[src/rtl/pwmt_pkg.sv]
// Shared constants for the PWM match timer: register addresses, writable
// masks, field positions and the counting-mode encoding.
package pwmt_pkg;
    localparam int NUM_MATCH = 7;
    localparam int NUM_CAP   = 2;
    localparam int NUM_PWM   = NUM_MATCH - 1;
    localparam int ADDR_W    = 5;
    localparam int FLAG_W    = 11;
    localparam int ACT_W     = 3 * NUM_MATCH;
    localparam int CAPCFG_W  = 3 * NUM_CAP;
    localparam int OUTCFG_W  = 15;

    localparam logic [ADDR_W-1:0] A_CTRL   = 5'd0;
    localparam logic [ADDR_W-1:0] A_FLAG   = 5'd1;
    localparam logic [ADDR_W-1:0] A_COUNT  = 5'd2;
    localparam logic [ADDR_W-1:0] A_PLIM   = 5'd3;
    localparam logic [ADDR_W-1:0] A_PCNT   = 5'd4;
    localparam logic [ADDR_W-1:0] A_ACT    = 5'd5;
    localparam logic [ADDR_W-1:0] A_CAPCFG = 5'd6;
    localparam logic [ADDR_W-1:0] A_CMODE  = 5'd7;
    localparam logic [ADDR_W-1:0] A_OUTCFG = 5'd8;
    localparam logic [ADDR_W-1:0] A_LATCH  = 5'd9;
    localparam int                CAP_BASE   = 10;
    localparam int                MATCH_BASE = 16;

    localparam logic [3:0]          CTRL_MASK   = 4'hB;
    localparam logic [FLAG_W-1:0]   FLAG_MASK   = 11'h73F;
    localparam logic [OUTCFG_W-1:0] OUTCFG_MASK = 15'h7E7C;

    localparam int CTRL_RUN  = 0;
    localparam int CTRL_HOLD = 1;
    localparam int CTRL_PWM  = 3;
    localparam int CAP_FLAG_BASE = 4;

    typedef enum logic [1:0] {
        CM_TIMER = 2'd0,
        CM_RISE  = 2'd1,
        CM_FALL  = 2'd2,
        CM_BOTH  = 2'd3
    } cnt_mode_e;

    // Flag bit used by match n: low four matches packed, the rest above the captures.
    function automatic int match_flag_pos(input int n);
        return (n < 4) ? n : n + 4;
    endfunction
endpackage

[src/rtl/pwmt_edge_sync.sv]
// Synchronises N_IN asynchronous inputs through STAGES flops and reports
// one-cycle rise and fall pulses. Assumes STAGES >= 2.
module pwmt_edge_sync #(
    parameter int N_IN   = 2,
    parameter int STAGES = 2
) (
    input  logic            clk,
    input  logic            rst_n,
    input  logic [N_IN-1:0] in_async,
    output logic [N_IN-1:0] rise,
    output logic [N_IN-1:0] fall
);
    generate
        for (genvar i = 0; i < N_IN; i++) begin : g_in
            logic [STAGES:0] sh;
            // Shift the input through the synchroniser plus one history flop.
            always_ff @(posedge clk) begin
                if (!rst_n) sh <= '0;
                else        sh <= {sh[STAGES-1:0], in_async[i]};
            end
            assign rise[i] =  sh[STAGES-1] & ~sh[STAGES];
            assign fall[i] = ~sh[STAGES-1] &  sh[STAGES];
        end
    endgenerate
endmodule

[src/rtl/pwmt_tick_gen.sv]
// Produces the counter step strobe: a prescaler wrap in timer mode, or a
// qualifying edge of the selected input in counting mode. Assumes the edge
// pulses come from pwmt_edge_sync.
module pwmt_tick_gen
    import pwmt_pkg::*;
#(
    parameter int CNT_W = 32
) (
    input  logic               clk,
    input  logic               rst_n,
    input  logic               run,
    input  logic               hold,
    input  cnt_mode_e          mode,
    input  logic               sel,
    input  logic [NUM_CAP-1:0] rise,
    input  logic [NUM_CAP-1:0] fall,
    input  logic [CNT_W-1:0]   limit,
    output logic               tick,
    output logic [CNT_W-1:0]   pcnt
);
    logic edge_hit;
    logic wrap;

    // Pick the edges that count in the selected counting mode.
    always_comb begin
        edge_hit = (mode[0] & rise[sel]) | (mode[1] & fall[sel]);
        wrap     = (pcnt >= limit);
    end

    assign tick = run & ~hold & ((mode == CM_TIMER) ? wrap : edge_hit);

    // Prescale counter: runs 0..limit in timer mode, cleared by hold.
    always_ff @(posedge clk) begin
        if (!rst_n || hold)                pcnt <= '0;
        else if (run && mode == CM_TIMER)  pcnt <= wrap ? '0 : pcnt + 1'b1;
    end
endmodule

[src/rtl/pwmt_out_stage.sv]
// Set/clear output flops for the PWM channels. Channel k+1 drives pwm[k];
// a clear wins over a set in the same step. Assumes hit[] are one-cycle
// match events and dual[0] is tied low.
module pwmt_out_stage #(
    parameter int NUM_CH = 6
) (
    input  logic            clk,
    input  logic            rst_n,
    input  logic            active,
    input  logic [NUM_CH:0] hit,
    input  logic [NUM_CH-1:0] dual,
    input  logic [NUM_CH-1:0] en,
    output logic [NUM_CH-1:0] pwm
);
    generate
        for (genvar k = 0; k < NUM_CH; k++) begin : g_ch
            logic st;
            logic set_ev;
            assign set_ev = dual[k] ? hit[k] : hit[0];
            // Track the channel level from its start and end matches.
            always_ff @(posedge clk) begin
                if (!rst_n || !active) st <= 1'b0;
                else if (hit[k+1])     st <= 1'b0;
                else if (set_ev)       st <= 1'b1;
            end
            assign pwm[k] = st & en[k];
        end
    endgenerate
endmodule

[src/rtl/pwm_match_timer.sv]
// Top of the PWM match timer: register file, counter, match compare with
// shadow/active match values, capture and interrupt flags. Assumes a
// single-cycle write port and a combinational read of addr.
module pwm_match_timer
    import pwmt_pkg::*;
#(
    parameter int CNT_W       = 32,
    parameter int SYNC_STAGES = 2
) (
    input  logic               clk,
    input  logic               rst_n,
    input  logic               wr_en,
    input  logic [ADDR_W-1:0]  addr,
    input  logic [31:0]        wdata,
    output logic [31:0]        rdata,
    input  logic [NUM_CAP-1:0] cap_in,
    output logic               irq,
    output logic [NUM_PWM-1:0] pwm_o
);
    logic [3:0]          ctrl_q;
    logic [FLAG_W-1:0]   flag_q, flag_set;
    logic [CNT_W-1:0]    tc_q, plim_q, pcnt_w;
    logic [ACT_W-1:0]    act_q;
    logic [CAPCFG_W-1:0] capcfg_q;
    logic [3:0]          cmode_q;
    logic [OUTCFG_W-1:0] outcfg_q;
    logic [NUM_MATCH-1:0] latch_q;
    logic [CNT_W-1:0]    cap_v [NUM_CAP];
    logic [CNT_W-1:0]    shadow_v [NUM_MATCH];

    logic [NUM_MATCH-1:0] hit, rst_en, stop_en, irqm_en, xfer, wr_match;
    logic [NUM_CAP-1:0]   rise, fall, cap_evt, cap_irq;
    logic [NUM_PWM-1:0]   dual_v, en_v;
    logic tick_w, rst_evt, stop_evt, hold_w, run_w, pwm_mode, irq_hit_any;
    logic wr_ctrl, wr_latch;

    assign hold_w   = ctrl_q[CTRL_HOLD];
    assign run_w    = ctrl_q[CTRL_RUN];
    assign pwm_mode = ctrl_q[CTRL_PWM];
    assign wr_ctrl  = wr_en && (addr == A_CTRL);
    assign wr_latch = wr_en && (addr == A_LATCH);

    pwmt_edge_sync #(.N_IN(NUM_CAP), .STAGES(SYNC_STAGES)) u_sync (
        .clk(clk), .rst_n(rst_n), .in_async(cap_in), .rise(rise), .fall(fall)
    );

    pwmt_tick_gen #(.CNT_W(CNT_W)) u_tick (
        .clk(clk), .rst_n(rst_n), .run(run_w), .hold(hold_w),
        .mode(cnt_mode_e'(cmode_q[1:0])), .sel(cmode_q[2]),
        .rise(rise), .fall(fall), .limit(plim_q), .tick(tick_w), .pcnt(pcnt_w)
    );

    generate
        for (genvar n = 0; n < NUM_MATCH; n++) begin : g_match
            logic [CNT_W-1:0] shd, act;
            assign irqm_en[n]  = act_q[3*n];
            assign rst_en[n]   = act_q[3*n+1];
            assign stop_en[n]  = act_q[3*n+2];
            assign wr_match[n] = wr_en && (addr == ADDR_W'(MATCH_BASE + n));
            assign hit[n]      = tick_w && (tc_q == act);
            assign xfer[n]     = (rst_evt || hold_w) && latch_q[n];
            assign shadow_v[n] = shd;
            // Shadow takes every write; active takes it at once outside PWM mode or on a latched reset.
            always_ff @(posedge clk) begin
                if (!rst_n) begin
                    shd <= '0;
                    act <= '0;
                end else begin
                    if (wr_match[n]) shd <= wdata[CNT_W-1:0];
                    if (wr_match[n] && !pwm_mode) act <= wdata[CNT_W-1:0];
                    else if (xfer[n])             act <= shd;
                end
            end
        end

        for (genvar c = 0; c < NUM_CAP; c++) begin : g_cap
            logic [CNT_W-1:0] val;
            assign cap_evt[c] = (rise[c] & capcfg_q[3*c]) | (fall[c] & capcfg_q[3*c+1]);
            assign cap_irq[c] = cap_evt[c] & capcfg_q[3*c+2];
            assign cap_v[c]   = val;
            // Copy the count on a selected edge.
            always_ff @(posedge clk) begin
                if (!rst_n)          val <= '0;
                else if (cap_evt[c]) val <= tc_q;
            end
        end

        for (genvar k = 0; k < NUM_PWM; k++) begin : g_outcfg
            assign dual_v[k] = outcfg_q[k+1];
            assign en_v[k]   = outcfg_q[k+9];
        end
    endgenerate

    assign rst_evt     = |(hit & rst_en);
    assign stop_evt    = |(hit & stop_en) && !rst_evt;
    assign irq_hit_any = |(hit & irqm_en);

    // Gather the flag bits raised this cycle.
    always_comb begin
        flag_set = '0;
        for (int n = 0; n < NUM_MATCH; n++) flag_set[match_flag_pos(n)] = hit[n] & irqm_en[n];
        for (int c = 0; c < NUM_CAP; c++)   flag_set[CAP_FLAG_BASE + c]  = cap_irq[c];
    end

    // Timer/counter: cleared by hold or a resetting match, frozen by a stopping match.
    always_ff @(posedge clk) begin
        if (!rst_n)                     tc_q <= '0;
        else if (hold_w || rst_evt)     tc_q <= '0;
        else if (tick_w && !stop_evt)   tc_q <= tc_q + 1'b1;
    end

    // Configuration words, control run-bit clearing and latch-bit self clear.
    always_ff @(posedge clk) begin
        if (!rst_n) begin
            ctrl_q <= '0; plim_q <= '0; act_q <= '0; capcfg_q <= '0;
            cmode_q <= '0; outcfg_q <= '0; latch_q <= '0;
        end else begin
            if (wr_ctrl)       ctrl_q <= wdata[3:0] & CTRL_MASK;
            else if (stop_evt) ctrl_q[CTRL_RUN] <= 1'b0;
            if (wr_en && addr == A_PLIM)   plim_q   <= wdata[CNT_W-1:0];
            if (wr_en && addr == A_ACT)    act_q    <= wdata[ACT_W-1:0];
            if (wr_en && addr == A_CAPCFG) capcfg_q <= wdata[CAPCFG_W-1:0];
            if (wr_en && addr == A_CMODE)  cmode_q  <= wdata[3:0];
            if (wr_en && addr == A_OUTCFG) outcfg_q <= wdata[OUTCFG_W-1:0] & OUTCFG_MASK;
            if (wr_latch) latch_q <= wdata[NUM_MATCH-1:0];
            else          latch_q <= latch_q & ~xfer;
        end
    end

    // Interrupt flags: write one to clear, new events win.
    always_ff @(posedge clk) begin
        if (!rst_n) flag_q <= '0;
        else flag_q <= (flag_q & ~((wr_en && addr == A_FLAG) ? wdata[FLAG_W-1:0] : '0))
                       | (flag_set & FLAG_MASK);
    end

    assign irq = |flag_q;

    pwmt_out_stage #(.NUM_CH(NUM_PWM)) u_out (
        .clk(clk), .rst_n(rst_n), .active(pwm_mode), .hit(hit),
        .dual(dual_v), .en(en_v), .pwm(pwm_o)
    );

    // Read multiplexer.
    always_comb begin
        rdata = '0;
        case (addr)
            A_CTRL:   rdata = 32'(ctrl_q);
            A_FLAG:   rdata = 32'(flag_q);
            A_COUNT:  rdata = 32'(tc_q);
            A_PLIM:   rdata = 32'(plim_q);
            A_PCNT:   rdata = 32'(pcnt_w);
            A_ACT:    rdata = 32'(act_q);
            A_CAPCFG: rdata = 32'(capcfg_q);
            A_CMODE:  rdata = 32'(cmode_q);
            A_OUTCFG: rdata = 32'(outcfg_q);
            A_LATCH:  rdata = 32'(latch_q);
            default: begin
                for (int c = 0; c < NUM_CAP; c++)
                    if (addr == ADDR_W'(CAP_BASE + c)) rdata = 32'(cap_v[c]);
                for (int n = 0; n < NUM_MATCH; n++)
                    if (addr == ADDR_W'(MATCH_BASE + n)) rdata = 32'(shadow_v[n]);
            end
        endcase
    end
endmodule

[config.mk]
export PLATFORM = sky130hd
export DESIGN_NAME = pwm_match_timer
export DESIGN_NICKNAME = d
export VERILOG_FILES = /design/src/rtl/pwmt_pkg.sv /design/src/rtl/pwmt_edge_sync.sv /design/src/rtl/pwmt_tick_gen.sv /design/src/rtl/pwmt_out_stage.sv /design/src/rtl/pwm_match_timer.sv
export SDC_FILE = /design/constraint.sdc
export NUM_CORES = 2
export LEC_CHECK = 0
export ABC_CLOCK_PERIOD_IN_PS = 5500
export CORE_MARGIN = 2
export CORE_UTILIZATION = 64
export DETAILED_ROUTE_END_ITERATION = 8
export DONT_BUFFER_PORTS = 1
export GPL_ROUTABILITY_DRIVEN = 0
export PLACE_DENSITY = 0.85
export REMOVE_ABC_BUFFERS = 1
export SYNTH_ARGS = -nofsm -noshare
export SYNTH_HDL_FRONTEND = slang
export SYNTH_HIERARCHICAL = 1
export SYNTH_SLANG_ARGS = --single-unit
[constraint.sdc]
create_clock -name clk -period 5.5 [get_ports clk]
set_input_delay 1.1 -clock clk [delete_from_list [all_inputs] [get_ports clk]]
set_output_delay 1.1 -clock clk [all_outputs]
set_load 0.02 [all_outputs]
**Word-level counts from Yosys, hierarchy flattened**

Cells that the tools add are included.

- Add/subtract/negate cells: 2
- Magnitude comparators: 2
- Eq/ne operators: 25
- Multiplexer cells: 39
- Bitwise logic cells: 43
- Reduce and logical (&&, ||, !) cells: 66

Operator list:

| kind | count |
|---|---|
| 32-bit 2-to-1 mux | 24 |
| 32-bit one-hot mux with 10 select lines | 1 |
| 32-bit equality test | 7 |
| 32-bit by 1-bit adder with 32-bit output (second input constant) | 2 |
| 1-bit logical AND | 39 |
| 5-bit equality test (second input constant) | 7 |
| 32-bit >= comparator | 1 |
| 1-bit bitwise AND | 27 |
| 7-bit bitwise AND | 3 |
| 5-bit by 3-bit equality test with 1-bit output (second input constant) | 4 |
| 5-bit by 4-bit equality test with 1-bit output (second input constant) | 4 |
| 2-bit nonzero test | 8 |
| 2-bit OR reduction | 7 |
| 7-bit OR reduction | 2 |
| 1-bit 2-to-1 mux | 12 |
| 11-bit bitwise AND | 1 |
| 11-bit 2-to-1 mux | 1 |
| 11-bit NOT | 1 |
| 11-bit OR | 1 |
| 11-bit OR reduction | 1 |
| 5-bit by 2-bit equality test with 1-bit output (second input constant) | 2 |
| 7-bit 2-to-1 mux | 1 |
| 7-bit NOT | 1 |
| 1-bit NOT | 6 |
| other kinds (7) | 14 |

- Register bits after elaboration: 683
- Bits of input ports: 42
- Output and inout port bits: 39
- Logic and storage cells: 212

**Depth between registers and ports, before layout**

- Depth after elaboration: 16
- Depth in mapped cells: 18
- Depth with buffers taken out: 15

**By module**

Netlist, hierarchy kept.

Modules (own cells, without submodules):

| module | times used | cells each | area each (µm²) |
|---|---|---|---|
| pwm_match_timer | 1 | 3952 | 31168.6 |
| pwmt_tick_gen | 1 | 292 | 2521.2 |
| pwmt_out_stage | 1 | 30 | 276.5 |
| pwmt_edge_sync | 1 | 16 | 182.7 |

**Worst setup path after synthesis**

OpenSTA, ideal clock, no wires.

- Path type: input-to-output
- Start: in addr[2]
- End: out rdata[23]
- Data arrival time: 3.565 ns
- Data required time: 4.400 ns
- Setup slack: 0.835 ns
- Cell stages on the path: 11
- Path buffers: 4
- Path through: clkbuf_1 or3b_2 clkbuf_1 nor2_1 clkbuf_1 buf_1 a22oi_1 nand2_1 o22a_1 nor2_1 o2111ai_1

- Cells in the longest elaborated chain, start to end: 11

Ends and longest elaborated chain:

| what | line | text |
|---|---|---|
| from (decl) | pwm_match_timer.sv:13 | `input logic [ADDR_W-1:0] addr,` |
| 5-bit by 4-bit equality test with 1-bit output | pwm_match_timer.sv:160 | `if (addr == ADDR_W'(CAP_BASE + c)) rdata = 32'(cap_v[c]);` |
| 32-bit 2-to-1 mux (2 in a row) | pwm_match_timer.sv:160 |  |
| 32-bit 2-to-1 mux (7 in a row) | pwm_match_timer.sv:162 | `if (addr == ADDR_W'(MATCH_BASE + n)) rdata = 32'(shadow_v[n]);` |
| 32-bit one-hot mux with 10 select lines * | pwm_match_timer.sv:147 | `case (addr)` |
| to (decl) | pwm_match_timer.sv:15 | `output logic [31:0] rdata,` |

Mark *: on every way between the ends. The rest lies on a longest branch, timed or not.

**Worst setup path in the final report**

- Start: reg plim_q[30]
- End: reg g_match[2].act[6]

- Cells in the longest elaborated chain, start to end: 9

Ends and longest elaborated chain:

| what | line | text |
|---|---|---|
| from (decl) | pwm_match_timer.sv:22 | `logic [CNT_W-1:0] tc_q, plim_q, pcnt_w;` |
| from (signal assigned) | pwm_match_timer.sv:120 | `if (wr_en && addr == A_PLIM) plim_q <= wdata[CNT_W-1:0];` |
| 32-bit >= comparator * | pwmt_tick_gen.sv:27 | `wrap = (pcnt >= limit);` |
| 1-bit 2-to-1 mux * | pwmt_tick_gen.sv:30 | `assign tick = run & ~hold & ((mode == CM_TIMER) ? wrap : edge_hit);` |
| 1-bit bitwise AND * | pwmt_tick_gen.sv:30 |  |
| named net tick_w | pwm_match_timer.sv:34 | `logic tick_w, rst_evt, stop_evt, hold_w, run_w, pwm_mode, irq_hit_any;` |
| 1-bit logical AND | pwm_match_timer.sv:60 | `assign hit[n] = tick_w && (tc_q == act);` |
| 7-bit bitwise AND * | pwm_match_timer.sv:94 | `assign rst_evt = \|(hit & rst_en);` |
| 7-bit OR reduction * | pwm_match_timer.sv:94 |  |
| 1-bit logical OR * | pwm_match_timer.sv:61 | `assign xfer[n] = (rst_evt \|\| hold_w) && latch_q[n];` |
| 1-bit logical AND * | pwm_match_timer.sv:61 |  |
| 2-bit nonzero test (no source line) * | - |  |
| to (signal assigned) | pwm_match_timer.sv:70 | `if (wr_match[n] && !pwm_mode) act <= wdata[CNT_W-1:0];` |
| to (decl) | pwm_match_timer.sv:55 | `logic [CNT_W-1:0] shd, act;` |

Mark *: on every way through the listed nets, which the timed path passes. The rest lies on a longest branch.
A chain may end at the register's enable or synchronous reset.

==> results.txt <==
The run finished, with violations left. The checks that failed: DRC, capacitance limit, slew limit. Post-route worst hold slack: 427.6 ps. The cell internal power dissipation is 0.007896 W.

The tools report the number of global-route vias before repair as 31396. TritonCTS built the clock tree. The number of I/O pins was 81; the DRC violations left was 25. Clock tree synthesis inserted a total of 71 buffers. The proportion of layout cells with a drive suffix above 1 came out at 0.07379.

The clock sink count was 683. Summed over all nets, wire length on met2 after detailed routing comes to 50960 um. The initial antenna violation count is 2.

The final number of setup-violating endpoints is 0. The average instance area after synthesis works out to 7.961 um2. The post-DP HPWL is 85540 um, and the die height is 235.0 um. The overall track demand over capacity in global routing is 0.4445, and the number of buffers added to fix hold violations after cts is 0. The logs give 0 for the sum of overflow across all layers after global routing and 20430 um for the routed length on met3. Of all nets on the critical path, the largest fanout is 21.

0 antenna diodes ended up in the layout. For the clock share of power, the log shows 0.471. The iteration count of the initial detailed-routing pass was 9. The switching share of power is 0.2341, and the clock slew at the register clock pins of the worst setup and hold paths is 60 ps. Across the whole layout, storage elements account for 0.01367 mm2. The tools report the data required time of the critical path as 5970 ps.

No sink is reached through more buffers than the 3 on the longest clock path. The share of total power in sequential cells is 0.487. The floorplan has 84 rows. Highest metal layer with signal wires: met5. The maximum frequency from static timing analysis came out at 188.0 MHz. The final cycle utilization of the critical path was 0.9669.

The detail route stage leaves a number of antenna-violating nets equal to 0. Kind of launch point of the worst setup path: a register. The reported max-cap violation count was 1; the initial detailed-routing violation count was 5946.

The H-tree was split into 3 levels. For this run, the number of Yosys warnings is 6. The starting density of the core is 0.6485, and the die span in x is 235.0 um. On the final layout, the worst clock skew is 24.26 ps. The growth of design area from synthesis to finish was 7.820%. Setup total negative slack on the finished layout was measured at 0 ps. The detailed router placed 34237 vias in this run. For this design the total switching power over the nets is 0.002414 W. Die area: 0.05522 mm2.

After the last flow step, the layout net total stands at 4169. The tools report the area of the mapped netlist as 0.03415 mm2. STA classifies the critical path endpoint as a register.

For the number of pins with negative max-slew slack in the final report, the log shows 3. The time the final worst path needs with I/O delays and setup is 5318 ps. The filler cells instantiated in the layout total 3962. VDD sags by at most 308.7 uV.

Clock tree root buffer cell: sky130_fd_sc_hd__clkbuf_16. The leakage power total is 14.44 nW, and the clock latency at the later pin of the worst-skew pair is 650 ps. STA puts the critical path data arrival time at 5790 ps.

Dividing total power by cell area gives a power density of 280.0 mW/mm2. Summed over all layers, the routed wires come to 128400 um. The run gives 0.042 as the proportion of power drawn by combinational gates.

The path class of the tightest hold or removal check is reg -> reg. The setup path with the least slack is of type reg -> reg. Dividing the detail-routed wire length by the instance count gives 26.56 um. Synthesis produced a netlist whose cell count is 4289.

Entering global routing, the biggest net connects 236 pins. After detailed routing, the wire length on met1 is 44110 um. The region available for standard cell placement spans 0.05266 mm2.

The count of port buffers added during placement was 0; the worst slew slack as a fraction of its limit was -0.04468. The final hold violation count is 0. The slew at the pin closest to its max-slew limit was 1553 ps; the global-route wire length before repair was 190300 um. The average via count per standard cell works out to 7.081. The multi-input combinational cells in the finished layout cover a total of 0.01875 mm2.
registers in the layout, indices dropped and copies added (netlist names):
register,cells
act_q,21
capcfg_q,6
cmode_q,4
ctrl_q,3
flag_q,11
g_cap.val,64
g_match.act,224
g_match.shd,224
latch_q,7
outcfg_q,11
plim_q,32
tc_q,32
u_out/g_ch.st,6
u_sync/g_in.sh,6
u_tick/pcnt,32
routing by layer:
layer,vias up,GRT usage
li1,14678,-
met1,15632,0.5491
met2,3107,0.6314
met3,818,0.1534
met4,2,0.3475
met5,-,0
stage by stage:
stage	power [W]	std cells	utilization	area (um2)	worst slack, ps
2_1_floorplan	0.005386	3893	-	32490	-2363
3_3_place_gp	0.005524	4708	0.6553	34500	537.5
3_5_place_dp	0.005533	4708	0.6553	34500	335.6
4_1_cts	0.01023	4835	0.6991	36810	324.6
5_1_grt	0.01049	4835	0.6992	36820	-6.426
6_report	0.01031	4835	0.6992	36820	181.8
power groups by stage:
| stage | clock network [W] | logic [W] | registers [W] |
|---|---|---|---|
| after floorplan | 0 | 0.000268 | 0.00512 |
| after global placement | 0 | 0.000396 | 0.00513 |
| after detailed placement | 0 | 0.000403 | 0.00513 |
| after CTS | 0.00480 | 0.000408 | 0.00502 |
| after global routing | 0.00501 | 0.000453 | 0.00502 |
| final | 0.00485 | 0.000434 | 0.00502 |
cell usage in the layout (no fill, tap or decap), types with 21 or more instances in the layout:
master / n
sky130_fd_sc_hd__inv_1: 51
sky130_fd_sc_hd__mux2i_1: 245
sky130_fd_sc_hd__a221oi_1: 26
sky130_fd_sc_hd__a22oi_1: 89
sky130_fd_sc_hd__clkbuf_16: 74
sky130_fd_sc_hd__nor4_1: 39
sky130_fd_sc_hd__or4_1: 31
sky130_fd_sc_hd__o21ai_0: 281
sky130_fd_sc_hd__ha_1: 34
sky130_fd_sc_hd__dfxtp_1: 683
sky130_fd_sc_hd__a222oi_1: 21
sky130_fd_sc_hd__nand2b_1: 22
sky130_fd_sc_hd__nor3_1: 44
sky130_fd_sc_hd__or3_1: 21
sky130_fd_sc_hd__xnor2_1: 138
sky130_fd_sc_hd__a21oi_1: 678
sky130_fd_sc_hd__nand3_1: 61
sky130_fd_sc_hd__xor2_1: 101
sky130_fd_sc_hd__buf_4: 122
sky130_fd_sc_hd__nor2_1: 97
sky130_fd_sc_hd__nand2_1: 850
sky130_fd_sc_hd__nand4_1: 72
sky130_fd_sc_hd__and2_1: 24
critical path: stages (launching register included):
cell	delay, ps
sky130_fd_sc_hd__dfxtp_1	350
sky130_fd_sc_hd__inv_1	50
sky130_fd_sc_hd__ha_1	310
sky130_fd_sc_hd__nand4_1	200
sky130_fd_sc_hd__nor4_2	500
sky130_fd_sc_hd__and4_1	460
sky130_fd_sc_hd__o41ai_4	190
sky130_fd_sc_hd__a31oi_1	380
sky130_fd_sc_hd__buf_12	220
sky130_fd_sc_hd__nand3_1	90
sky130_fd_sc_hd__nor4b_1	760
sky130_fd_sc_hd__nand4_1	250
sky130_fd_sc_hd__nand4b_1	270
sky130_fd_sc_hd__buf_12	200
sky130_fd_sc_hd__o21ai_4	280
sky130_fd_sc_hd__buf_4	310
sky130_fd_sc_hd__mux2i_1	200
sky130_fd_sc_hd__a21oi_1	100
cell type report:
class,count,area share
multi-input combinational,3156,0.5093
tap,688,0.02338
timing repair buffer,127,0.02760
sequential,683,0.3714
inverter,54,0.005710
clock buffer,113,0.05944
clock inverter,14,0.003161
path summary, 6_finish.rpt:
kind	from	endpoint	slack [ps]	cells after the start
max	plim_q[30]	g_match[2].act[6]	180	17
min	u_sync/g_in[0].sh[0]	u_sync/g_in[0].sh[1]	430	1
max reg2reg	plim_q[30]	g_match[2].act[6]	180	17
min reg2reg	u_sync/g_in[0].sh[0]	u_sync/g_in[0].sh[1]	430	1
repair_timing:
action                     CTS  global route
resized for setup            0             1
setup endpoints to repair    0            34
buffers inserted             0             0
(Power assumes the default switching activity.)
